## src/rtl/wsr_pkg.sv

```systemverilog
package wsr_pkg;

    typedef enum logic [2:0] {
        PH_IDLE = 3'd0,
        PH_T1   = 3'd1,
        PH_T2   = 3'd2,
        PH_T3   = 3'd3,
        PH_TW   = 3'd4,
        PH_T4   = 3'd5
    } phase_e;

    typedef struct packed {
        logic [3:0] waits;
        logic       rdy_req;
    } rgn_cfg_t;

    // Three-bit wait code: linear below four, then a sparse upper set.
    function automatic logic [3:0] wide_waits(input logic [2:0] code);
        logic [3:0] n;
        case (code)
            3'd4:    n = 4'd5;
            3'd5:    n = 4'd7;
            3'd6:    n = 4'd9;
            3'd7:    n = 4'd15;
            default: n = {2'b00, code[1:0]};
        endcase
        return n;
    endfunction

endpackage

```

## src/rtl/wsr_rdy_sync.sv

```systemverilog
module wsr_rdy_sync #(
    parameter int STAGES = 2
) (
    input  logic clk,
    input  logic rst_n,
    input  logic async_rdy,
    input  logic sync_rdy,
    output logic rdy_any
);
    logic [STAGES-1:0] chain_q;

    always_ff @(posedge clk or negedge rst_n) begin
        if (!rst_n) begin
            chain_q <= '0;
        end else begin
            chain_q <= {chain_q[STAGES-2:0], async_rdy};
        end
    end

    assign rdy_any = chain_q[STAGES-1] | sync_rdy;
endmodule

```

## src/rtl/wsr_region_sel.sv

```systemverilog
module wsr_region_sel
    import wsr_pkg::*;
#(
    parameter int               NREG      = 8,
    parameter logic [NREG-1:0]  WIDE_MASK = 8'h0F
) (
    input  logic [NREG-1:0]   region_hit,
    input  logic              regblk_hit,
    input  logic [3*NREG-1:0] cfg_wait,
    input  logic [NREG-1:0]   cfg_rdy_req,
    input  logic [NREG-1:0]   cfg_addr_mode,
    output rgn_cfg_t          sel_cfg,
    output logic              sel_mm
);
    rgn_cfg_t        eff [NREG];
    logic [NREG-1:0] live;

    for (genvar i = 0; i < NREG; i++) begin : g_rgn
        logic [2:0] field;
        assign field = cfg_wait[3*i +: 3];
        assign live[i] = region_hit[i] & ~cfg_addr_mode[i];
        if (WIDE_MASK[i]) begin : g_wide
            assign eff[i].waits = wide_waits(field);
        end else begin : g_narrow
            assign eff[i].waits = {2'b00, field[1:0]};
        end
        assign eff[i].rdy_req = cfg_rdy_req[i];
    end

    always_comb begin
        logic found;
        found   = 1'b0;
        sel_cfg = '0;
        for (int i = 0; i < NREG; i++) begin
            if (live[i] && !found) begin
                sel_cfg = eff[i];
                found   = 1'b1;
            end
        end
        if (regblk_hit) begin
            sel_cfg = '0;
        end
        sel_mm = 1'b0;
        for (int i = 0; i < NREG; i++) begin
            if (live[i] && (eff[i] != sel_cfg)) begin
                sel_mm = 1'b1;
            end
        end
    end
endmodule

```

## src/rtl/wsr_fsm.sv

```systemverilog
module wsr_fsm
    import wsr_pkg::*;
#(
    parameter int CNT_W = 6
) (
    input  logic       clk,
    input  logic       rst_n,
    input  logic       cyc_start,
    input  rgn_cfg_t   sel_cfg,
    input  logic       sel_mm,
    input  logic       rdy_any,
    output logic [2:0] phase,
    output logic       bus_wait,
    output logic       mismatch,
    output logic [3:0] lat_waits,
    output logic       lat_req
);
    localparam logic [CNT_W-1:0] K_MAX = {CNT_W{1'b1}};

    phase_e           state_q, state_d;
    logic [3:0]       waits_q;
    logic             req_q;
    logic             mm_q;
    logic [CNT_W-1:0] k_q;
    logic             ok_q;

    logic [CNT_W:0]   k_now;
    logic             on_time;
    logic             take_start;
    logic             tw_leave;

    assign k_now      = {1'b0, k_q} + (CNT_W+1)'(1);
    assign on_time    = (k_now == (CNT_W+1)'(1)) && (waits_q != 4'd0);
    assign take_start = cyc_start && ((state_q == PH_IDLE) || (state_q == PH_T4));
    assign tw_leave   = (k_now >= (CNT_W+1)'(waits_q))
                        && (!req_q || ok_q || (rdy_any && on_time));

    // State register and per-cycle latched settings
    always_ff @(posedge clk or negedge rst_n) begin
        if (!rst_n) begin
            state_q <= PH_IDLE;
            waits_q <= '0;
            req_q   <= 1'b0;
            mm_q    <= 1'b0;
            k_q     <= '0;
            ok_q    <= 1'b0;
        end else begin
            state_q <= state_d;
            if (take_start) begin
                waits_q <= sel_cfg.waits;
                req_q   <= sel_cfg.rdy_req;
                mm_q    <= sel_mm;
                k_q     <= '0;
                ok_q    <= 1'b0;
            end else if (state_q == PH_TW) begin
                if (k_q != K_MAX) begin
                    k_q <= k_q + CNT_W'(1);
                end
                if (req_q && rdy_any) begin
                    ok_q <= 1'b1;
                end
            end
        end
    end

    // Next-state logic
    always_comb begin
        state_d = state_q;
        unique case (state_q)
            PH_IDLE: if (take_start) state_d = PH_T1;
            PH_T1:   state_d = PH_T2;
            PH_T2:   state_d = PH_T3;
            PH_T3: begin
                if ((waits_q == 4'd0) && (!req_q || rdy_any)) begin
                    state_d = PH_T4;
                end else begin
                    state_d = PH_TW;
                end
            end
            PH_TW:   if (tw_leave) state_d = PH_T4;
            PH_T4:   state_d = take_start ? PH_T1 : PH_IDLE;
            default: state_d = PH_IDLE;
        endcase
    end

    // Outputs
    always_comb begin
        phase     = state_q;
        bus_wait  = (state_q == PH_TW);
        mismatch  = mm_q;
        lat_waits = waits_q;
        lat_req   = req_q;
    end
endmodule

```

## src/rtl/wsr_ctrl.sv

```systemverilog
module wsr_ctrl
    import wsr_pkg::*;
#(
    parameter int              NREG        = 8,
    parameter logic [NREG-1:0] WIDE_MASK   = 8'h0F,
    parameter int              SYNC_STAGES = 2,
    parameter int              CNT_W       = 6
) (
    input  logic              clk,
    input  logic              rst_n,
    input  logic              cyc_start,
    input  logic [NREG-1:0]   region_hit,
    input  logic              regblk_hit,
    input  logic [3*NREG-1:0] cfg_wait,
    input  logic [NREG-1:0]   cfg_rdy_req,
    input  logic [NREG-1:0]   cfg_addr_mode,
    input  logic              async_rdy,
    input  logic              sync_rdy,
    output logic [2:0]        phase,
    output logic              bus_wait,
    output logic              mismatch
);
    rgn_cfg_t   sel_cfg;
    logic       sel_mm;
    logic       rdy_any;
    logic [3:0] lat_waits;
    logic       lat_req;

    wsr_rdy_sync #(.STAGES(SYNC_STAGES)) u_sync (
        .clk       (clk),
        .rst_n     (rst_n),
        .async_rdy (async_rdy),
        .sync_rdy  (sync_rdy),
        .rdy_any   (rdy_any)
    );

    wsr_region_sel #(.NREG(NREG), .WIDE_MASK(WIDE_MASK)) u_sel (
        .region_hit    (region_hit),
        .regblk_hit    (regblk_hit),
        .cfg_wait      (cfg_wait),
        .cfg_rdy_req   (cfg_rdy_req),
        .cfg_addr_mode (cfg_addr_mode),
        .sel_cfg       (sel_cfg),
        .sel_mm        (sel_mm)
    );

    wsr_fsm #(.CNT_W(CNT_W)) u_fsm (
        .clk       (clk),
        .rst_n     (rst_n),
        .cyc_start (cyc_start),
        .sel_cfg   (sel_cfg),
        .sel_mm    (sel_mm),
        .rdy_any   (rdy_any),
        .phase     (phase),
        .bus_wait  (bus_wait),
        .mismatch  (mismatch),
        .lat_waits (lat_waits),
        .lat_req   (lat_req)
    );
endmodule

```

## config.mk

```make
export PLATFORM = sky130hd
export DESIGN_NAME = wsr_ctrl
export DESIGN_NICKNAME = d
export VERILOG_FILES = /design/src/rtl/wsr_pkg.sv /design/src/rtl/wsr_rdy_sync.sv /design/src/rtl/wsr_region_sel.sv /design/src/rtl/wsr_fsm.sv /design/src/rtl/wsr_ctrl.sv
export SDC_FILE = /design/constraint.sdc
export NUM_CORES = 1
export LEC_CHECK = 0
export ABC_AREA = 1
export BUFFER_PORTS_ARGS = -buffer_cell sky130_fd_sc_hd__buf_4
export CORE_MARGIN = 1.5
export CORE_UTILIZATION = 58
export DETAILED_ROUTE_END_ITERATION = 7
export PLACE_DENSITY = 0.85
export SYNTH_ARGS = -nofsm -noshare
export SYNTH_HDL_FRONTEND = slang
export SYNTH_SLANG_ARGS = --single-unit
```

## constraint.sdc

```tcl
create_clock -name clk -period 5.55 [get_ports clk]
set_clock_uncertainty 0.1 [all_clocks]
set_input_delay 1.11 -clock clk [delete_from_list [all_inputs] [get_ports clk]]
set_output_delay 1.11 -clock clk [all_outputs]
set_load 0.005 [all_outputs]
```

======== Yosys cells after proc, flatten, opt, wreduce, memory -nomap -nowiden ========
Index checks and enable logic that the tools add are counted.
word-level totals
  register bits ........................... 18
  bits of input ports ..................... 54
  logic and storage cells ................. 141
operators by class
  $add $sub $neg .......................... 2
  order comparisons ....................... 1
  equality and inequality tests ........... 33
  multiplexer cells ....................... 39
  bitwise operators ....................... 17
  reductions and logical operators ........ 42
operators with widths
  kind                                                                     count
  4-bit case mux with 4 select lines                                       4
  3-bit == test, second input constant                                     18
  5-bit two-way mux                                                        9
  1-bit logical AND                                                        21
  1-bit two-way mux                                                        20
  3-bit by 5-bit inequality test with 1-bit output                         4
  5-bit inequality test                                                    4
  6-bit two-way mux                                                        3
  3-bit case mux with 6 select lines                                       1
  1-bit AND                                                                8
  1-bit logical NOT                                                        8
  1-bit NOT                                                                8
  6-bit by 1-bit adder with 7-bit output, second input constant            1
  7-bit by 1-bit == test with 1-bit output, second input constant          1
  7-bit by 4-bit >= comparator with 1-bit output                           1
  6-bit by 1-bit adder with 6-bit output, second input constant            1
  3-bit by 2-bit == test with 1-bit output, second input constant          2
  3-bit two-way mux                                                        2
  6-bit inequality test, second input constant                             1
  2-bit AND reduction                                                      3
  2-bit nonzero test                                                       3
  4-bit logical NOT                                                        1
  1-bit logical OR                                                         4
  2-bit by 1-bit inequality test with 1-bit output, second input constant  2
  4 further kinds                                                          4

======== Depth between registers and ports, before layout ========
  depth in word-level cells ............... 35
  mapped depth ............................ 21

======== Hierarchy ========
Synthesis repeated with hierarchy kept, for this count alone.
second synthesis, totals
  cell total of the unflattened synthesis .. 428
  area total of the unflattened synthesis .. 2,427.3 µm²
by module, submodules not included
  module          instances  cells each  area an instance (µm²)  seq. area each (µm²)
  wsr_region_sel  1          290         1,382.6                 0.0
  wsr_fsm         1          133         983.4                   400.4
  wsr_rdy_sync    1          5           61.3                    50.0

======== Least setup slack after synthesis ========
Ideal clock, no wire load.
  path kind ............................... input -> register
  start point ............................. input cfg_addr_mode[1]
  end point ............................... register u_fsm.mm_q, in the netlist u_fsm.mismatch
  arrival ................................. 2.686 ns
  path slack .............................. 2.642 ns
  stages .................................. 18
  path buffers ............................ 2
  cells stage by stage .................... inv_1 nand2_2 nand3_4 nor2_4 nand3_2 nor2_4 inv_2 or2_0 buf_2 nand3_2 buf_6 nand2_1 a21oi_1 nand3_1 nand2_1 nand2_1 nor2_1 a21oi_1
between the ends
  cells in the longest elaborated chain, start to end .. 33
  elaborated cells on any way between the ends .. 53
  those cells by class .................... eq/ne: 8; mux: 22; bitwise: 2; reduce/logical: 21
RTL lines
  element                         line                  source
  from (decl)                     wsr_ctrl.sv:16        input logic [NREG-1:0] cfg_addr_mode,
  1-bit NOT (*)                   wsr_region_sel.sv:21  assign live[i] = region_hit[i] & ~cfg_addr_mode[i];
  1-bit AND (*)                   wsr_region_sel.sv:21
  1-bit logical AND               wsr_region_sel.sv:35  if (live[i] && !found) begin
  1-bit two-way mux               wsr_region_sel.sv:35
  1-bit logical NOT               wsr_region_sel.sv:35
  1-bit logical AND               wsr_region_sel.sv:35
  1-bit two-way mux               wsr_region_sel.sv:35
  1-bit logical NOT               wsr_region_sel.sv:35
  [... 11 more ...]               -
  1-bit logical NOT               wsr_region_sel.sv:35
  1-bit logical AND               wsr_region_sel.sv:35
  5-bit two-way mux               wsr_region_sel.sv:35
  5-bit two-way mux               wsr_region_sel.sv:40  if (regblk_hit) begin
  5-bit inequality test           wsr_region_sel.sv:45  if (live[i] && (eff[i] != sel_cfg)) begin
  1-bit logical AND               wsr_region_sel.sv:45
  1-bit two-way mux (7 in a row)  wsr_region_sel.sv:45
  1-bit two-way mux (*)           wsr_region_sel.sv:45
  to (signal assigned)            wsr_fsm.sv:52         mm_q <= sel_mm;
  to (decl)                       wsr_fsm.sv:23         logic mm_q;
Every way passes the cells marked *; elsewhere a longest branch is shown, timed or not.
A chain may end at the register's enable or synchronous reset.

======== Worst setup path in the final report ========
  start point ............................. input cfg_addr_mode[3]
  end point ............................... register u_fsm.mm_q, in the netlist u_fsm.mismatch
between the ends
  cells in the longest elaborated chain, start to end .. 27
  elaborated cells on any way between the ends .. 45
  those cells by class .................... eq/ne: 8; mux: 18; bitwise: 2; reduce/logical: 17
RTL lines
  element                         line
  1-bit NOT (*)                   wsr_region_sel.sv:21
  1-bit AND (*)                   wsr_region_sel.sv:21
  1-bit logical AND               wsr_region_sel.sv:35
  1-bit two-way mux               wsr_region_sel.sv:35
  1-bit logical NOT               wsr_region_sel.sv:35
  1-bit logical AND               wsr_region_sel.sv:35
  1-bit two-way mux               wsr_region_sel.sv:35
  1-bit logical NOT               wsr_region_sel.sv:35
  [... 5 more ...]                -
  1-bit logical NOT               wsr_region_sel.sv:35
  1-bit logical AND               wsr_region_sel.sv:35
  5-bit two-way mux               wsr_region_sel.sv:35
  5-bit two-way mux               wsr_region_sel.sv:40
  5-bit inequality test           wsr_region_sel.sv:45
  1-bit logical AND               wsr_region_sel.sv:45
  1-bit two-way mux (7 in a row)  wsr_region_sel.sv:45
  1-bit two-way mux (*)           wsr_region_sel.sv:45
Marked as above.

==> flow_summary.json <==
{
  "post_cts_buffers": 0,
  "crit_arrival_ns": 3.28,
  "fin_crit_ns": 3.23,
  "grt_pass1_vias": 2346,
  "cp.required_ns": 5.59,
  "p_comb_share_pct": 54.3,
  "final_hold_viol_count": 0,
  "status": "completed",
  "cts_resized": 0,
  "endpoint": "u_fsm.mismatch$_DFFE_PN0P_",
  "grt_max_degree": 24,
  "synth_cell_types": 36,
  "critPathKind": "in2reg",
  "antenna_found_initial": 0,
  "finalCritPeriodShare_pct": 58.3,
  "via_per_inst": 5.11,
  "power.density_nw_per_um2": 259,
  "clkPwrFrac_pct": 15.1,
  "grt_setup_unrepaired": "no",
  "grt_pass1_wl_mm": 9.60,
  "routedLengthMet1_mm": 2.48,
  "internal_power_uw": 398,
  "seqPwrFrac_pct": 30.5,
  "hpwl_mm": 4.48,
  "slew_headroom_pct": 54.8,
  "grt.overflow.total": 0,
  "grt_usage_pct": 28.1,
  "die_w_um": 64.8,
  "ys_seq_area_share_pct": 20.4,
  "row_count": 22,
  "p_sw_uw": 300,
  "final_util_pct": 73.5,
  "wl_met3_um": 192,
  "start_util_pct": 60.4,
  "power_leakage_nw": 1.57,
  "vias": 2526,
  "endpoint_kind": "register",
  "ys_warn_count": 0,
  "max_freq_mhz": 309,
  "ir_drop_mv": 0.130,
  "min-delay-start": "u_sync.chain_q[0]$_DFF_PN0_",
  "ios": 59,
  "cts_inserted_buffers": 3,
  "clock_path_buffers": 2,
  "drive_above_1_share_pct": 16.1,
  "critPathMaxFanout": 11,
  "avgSynthCellArea_um2": 5.60,
  "ant_nets": 0,
  "synth_nets": 455,
  "dieHeight_um": 64.8,
  "cts_hold_buf": 0,
  "seqCellArea_um2": 450,
  "max_slew.worst_pin.slew_ns": 0.677,
  "synth_area_leaders": "nand2_1 (21%), dfrtp_1 (20%), inv_1 (12%)",
  "drt_pass1_iterations": 4,
  "final_area_um2": 2690,
  "synthToLayoutAreaGrowth_pct": 21.7,
  "drc": 0,
  "post-synth-top-area-fraction_pct": 20.5,
  "die_area_um2": 4190,
  "r2r_start": "u_fsm.k_q[0]$_DFFE_PN0P_",
  "worstSkewPairLatency_ns": 0.25,
  "r2r_slack_ns": 3.41,
  "ys_ff_latch": 18,
  "routed.top_layer": "met4",
  "crit_start": "cfg_addr_mode[3]",
  "multi_input_area_um2": 1440,
  "syn_area_um2": 2210,
  "fin_tns_setup_ns": 0,
  "fill_cells": 343,
  "cts_tree": "built",
  "dpl_cell_area_um2": 2640,
  "htreeDepth": 1,
  "hold_path_class": "reg2reg",
  "swShare_pct": 43.0,
  "yosysTopAreaCell": "nand2_1",
  "dr_wl_met2_mm": 2.89,
  "reg2reg_depth": 8,
  "clock-sinks": 18,
  "core_um2": 3660,
  "drv_cap": 0,
  "n_antenna_cell": 0,
  "avgRoutedWirePerCell_um": 11.4,
  "routed_wl_mm": 5.61,
  "nets": 507,
  "finalSetupViolCount": 0,
  "rr_endpoint": "u_fsm.phase[0]$_DFFE_PN0P_",
  "path_clk_slew_ns": 0.07,
  "slew_viol_final": 0,
  "crit_path_start_kind": "input port",
  "routabilityCongestion": 0.890,
  "port_buffers": 54,
  "root_buffer": "clkbuf_8",
  "drt-initial-drc-count": 145,
  "synthCells": 395
}
-- cell usage after synthesis --
cell / n
nand3_1: 29
or2_0: 2
ha_1: 6
nor3_1: 3
xor2_1: 8
buf_6: 1
a21oi_1: 10
o22ai_1: 2
o21ai_1: 1
clkbuf_1: 2
o211ai_1: 2
or2_4: 1
nand4_1: 20
or2_2: 1
nor2_2: 2
clkinv_1: 1
inv_1: 71
buf_4: 1
a211oi_1: 1
a21boi_0: 1
nor2_1: 56
nand3_4: 1
o31ai_1: 1
buf_2: 2
nand2_1: 121
o21ai_0: 17
nor2_4: 2
dfrtp_1: 18
buf_1: 1
nand2_4: 1
nand2_2: 1
nand3_2: 3
o21a_1: 2
inv_2: 2
o41ai_1: 1
nand3b_1: 1
-- critical path, cell delays in order --
cell	delay (ns)
buf_4	0.11
nor2_2	0.22
inv_1	0.07
nor2_1	0.25
nand2_1	0.08
nand3_1	0.09
a21oi_1	0.06
nand2_1	0.16
nand3_1	0.41
nand2_1	0.18
clkinv_1	0.07
nor2_1	0.10
nand2_1	0.05
nand2_1	0.07
nand2_1	0.06
nor2_1	0.10
a21oi_1	0.07
-- worst min path at each step --
stage                                        endpoint  slack, ns  cells after the start
final                     u_sync.chain_q[1]$_DFF_PN0_       0.25                      0
after global routing      u_sync.chain_q[1]$_DFF_PN0_       0.26                      0
after CTS                 u_sync.chain_q[1]$_DFF_PN0_       0.26                      0
after detailed placement  u_sync.chain_q[1]$_DFF_PN0_       0.24                      0
after global placement    u_sync.chain_q[1]$_DFF_PN0_       0.23                      0
after floorplan           u_sync.chain_q[1]$_DFF_PN0_       0.23                      0
-- cells in the final DEF, fill, tap and decap left out, drive strengths merged --
master,n
nand4,20
dfrtp,18
a21boi,1
clkinv,1
nor3,3
o41ai,1
o31ai,1
buf,54
o211ai,2
inv,73
xor2,8
ha,6
nand3b,1
o21ai,18
clkbuf,4
a21oi,10
nor2,60
o21a,2
or2,4
a211oi,1
nand3,33
o22ai,2
nand2,123
-- state kept, by name (all words and copies together) (netlist names) --
name / cells
u_fsm.k_q: 6
u_fsm.lat_waits: 4
u_fsm.phase: 3
u_sync.chain_q: 2
u_fsm.lat_req: 1
u_fsm.mismatch: 1
u_fsm.ok_q: 1
-- kinds of logic after synthesis --
kind of cell | share of synthesized area (%)
and+or+nand+nor | 49.0
buffers and inverters | 14.4
AOI/OAI and AO/OA | 9.67
DFF | 20.4
xor gates and xnor gates | 3.17
adders and majority gates | 3.39
-- routing by layer --
layer  track usage [%]  vias up
met5                 0        -
met4              7.45        0
met3              1.56        4
met2              53.1       59
met1              34.3     1121
li1                  -     1342
-- power groups by stage --
stage          clock network (mW)  registers [mW]  logic, mW
2_1_floorplan                   0           0.207      0.260
3_3_place_gp                    0           0.214      0.360
3_5_place_dp                    0           0.215      0.373
4_1_cts                     0.107           0.212      0.377
5_1_grt                     0.111           0.219      0.433
6_report                    0.106           0.213      0.379
-- final cells by class --
class / instances / area share, %
clock buffer: 4 / 2.04
inverter: 74 / 10.3
tap: 48 / 2.23
sequential: 18 / 16.7
timing repair buffer: 54 / 15.1
multi-input combinational: 296 / 53.6
-- through the flow --
step / hold slack [ns] / setup WS [ns] / power [mW] / instances
final: 0.252 / 2.32 / 0.699 / 494
after CTS: 0.258 / 2.35 / 0.696 / 494
after detailed placement: 0.242 / 2.09 / 0.588 / 490
after floorplan: 0.231 / 2.64 / 0.468 / 395
after global routing: 0.264 / 2.05 / 0.763 / 494
after global placement: 0.234 / 2.10 / 0.574 / 490
Note: power is estimated with default switching activity, not from simulation.
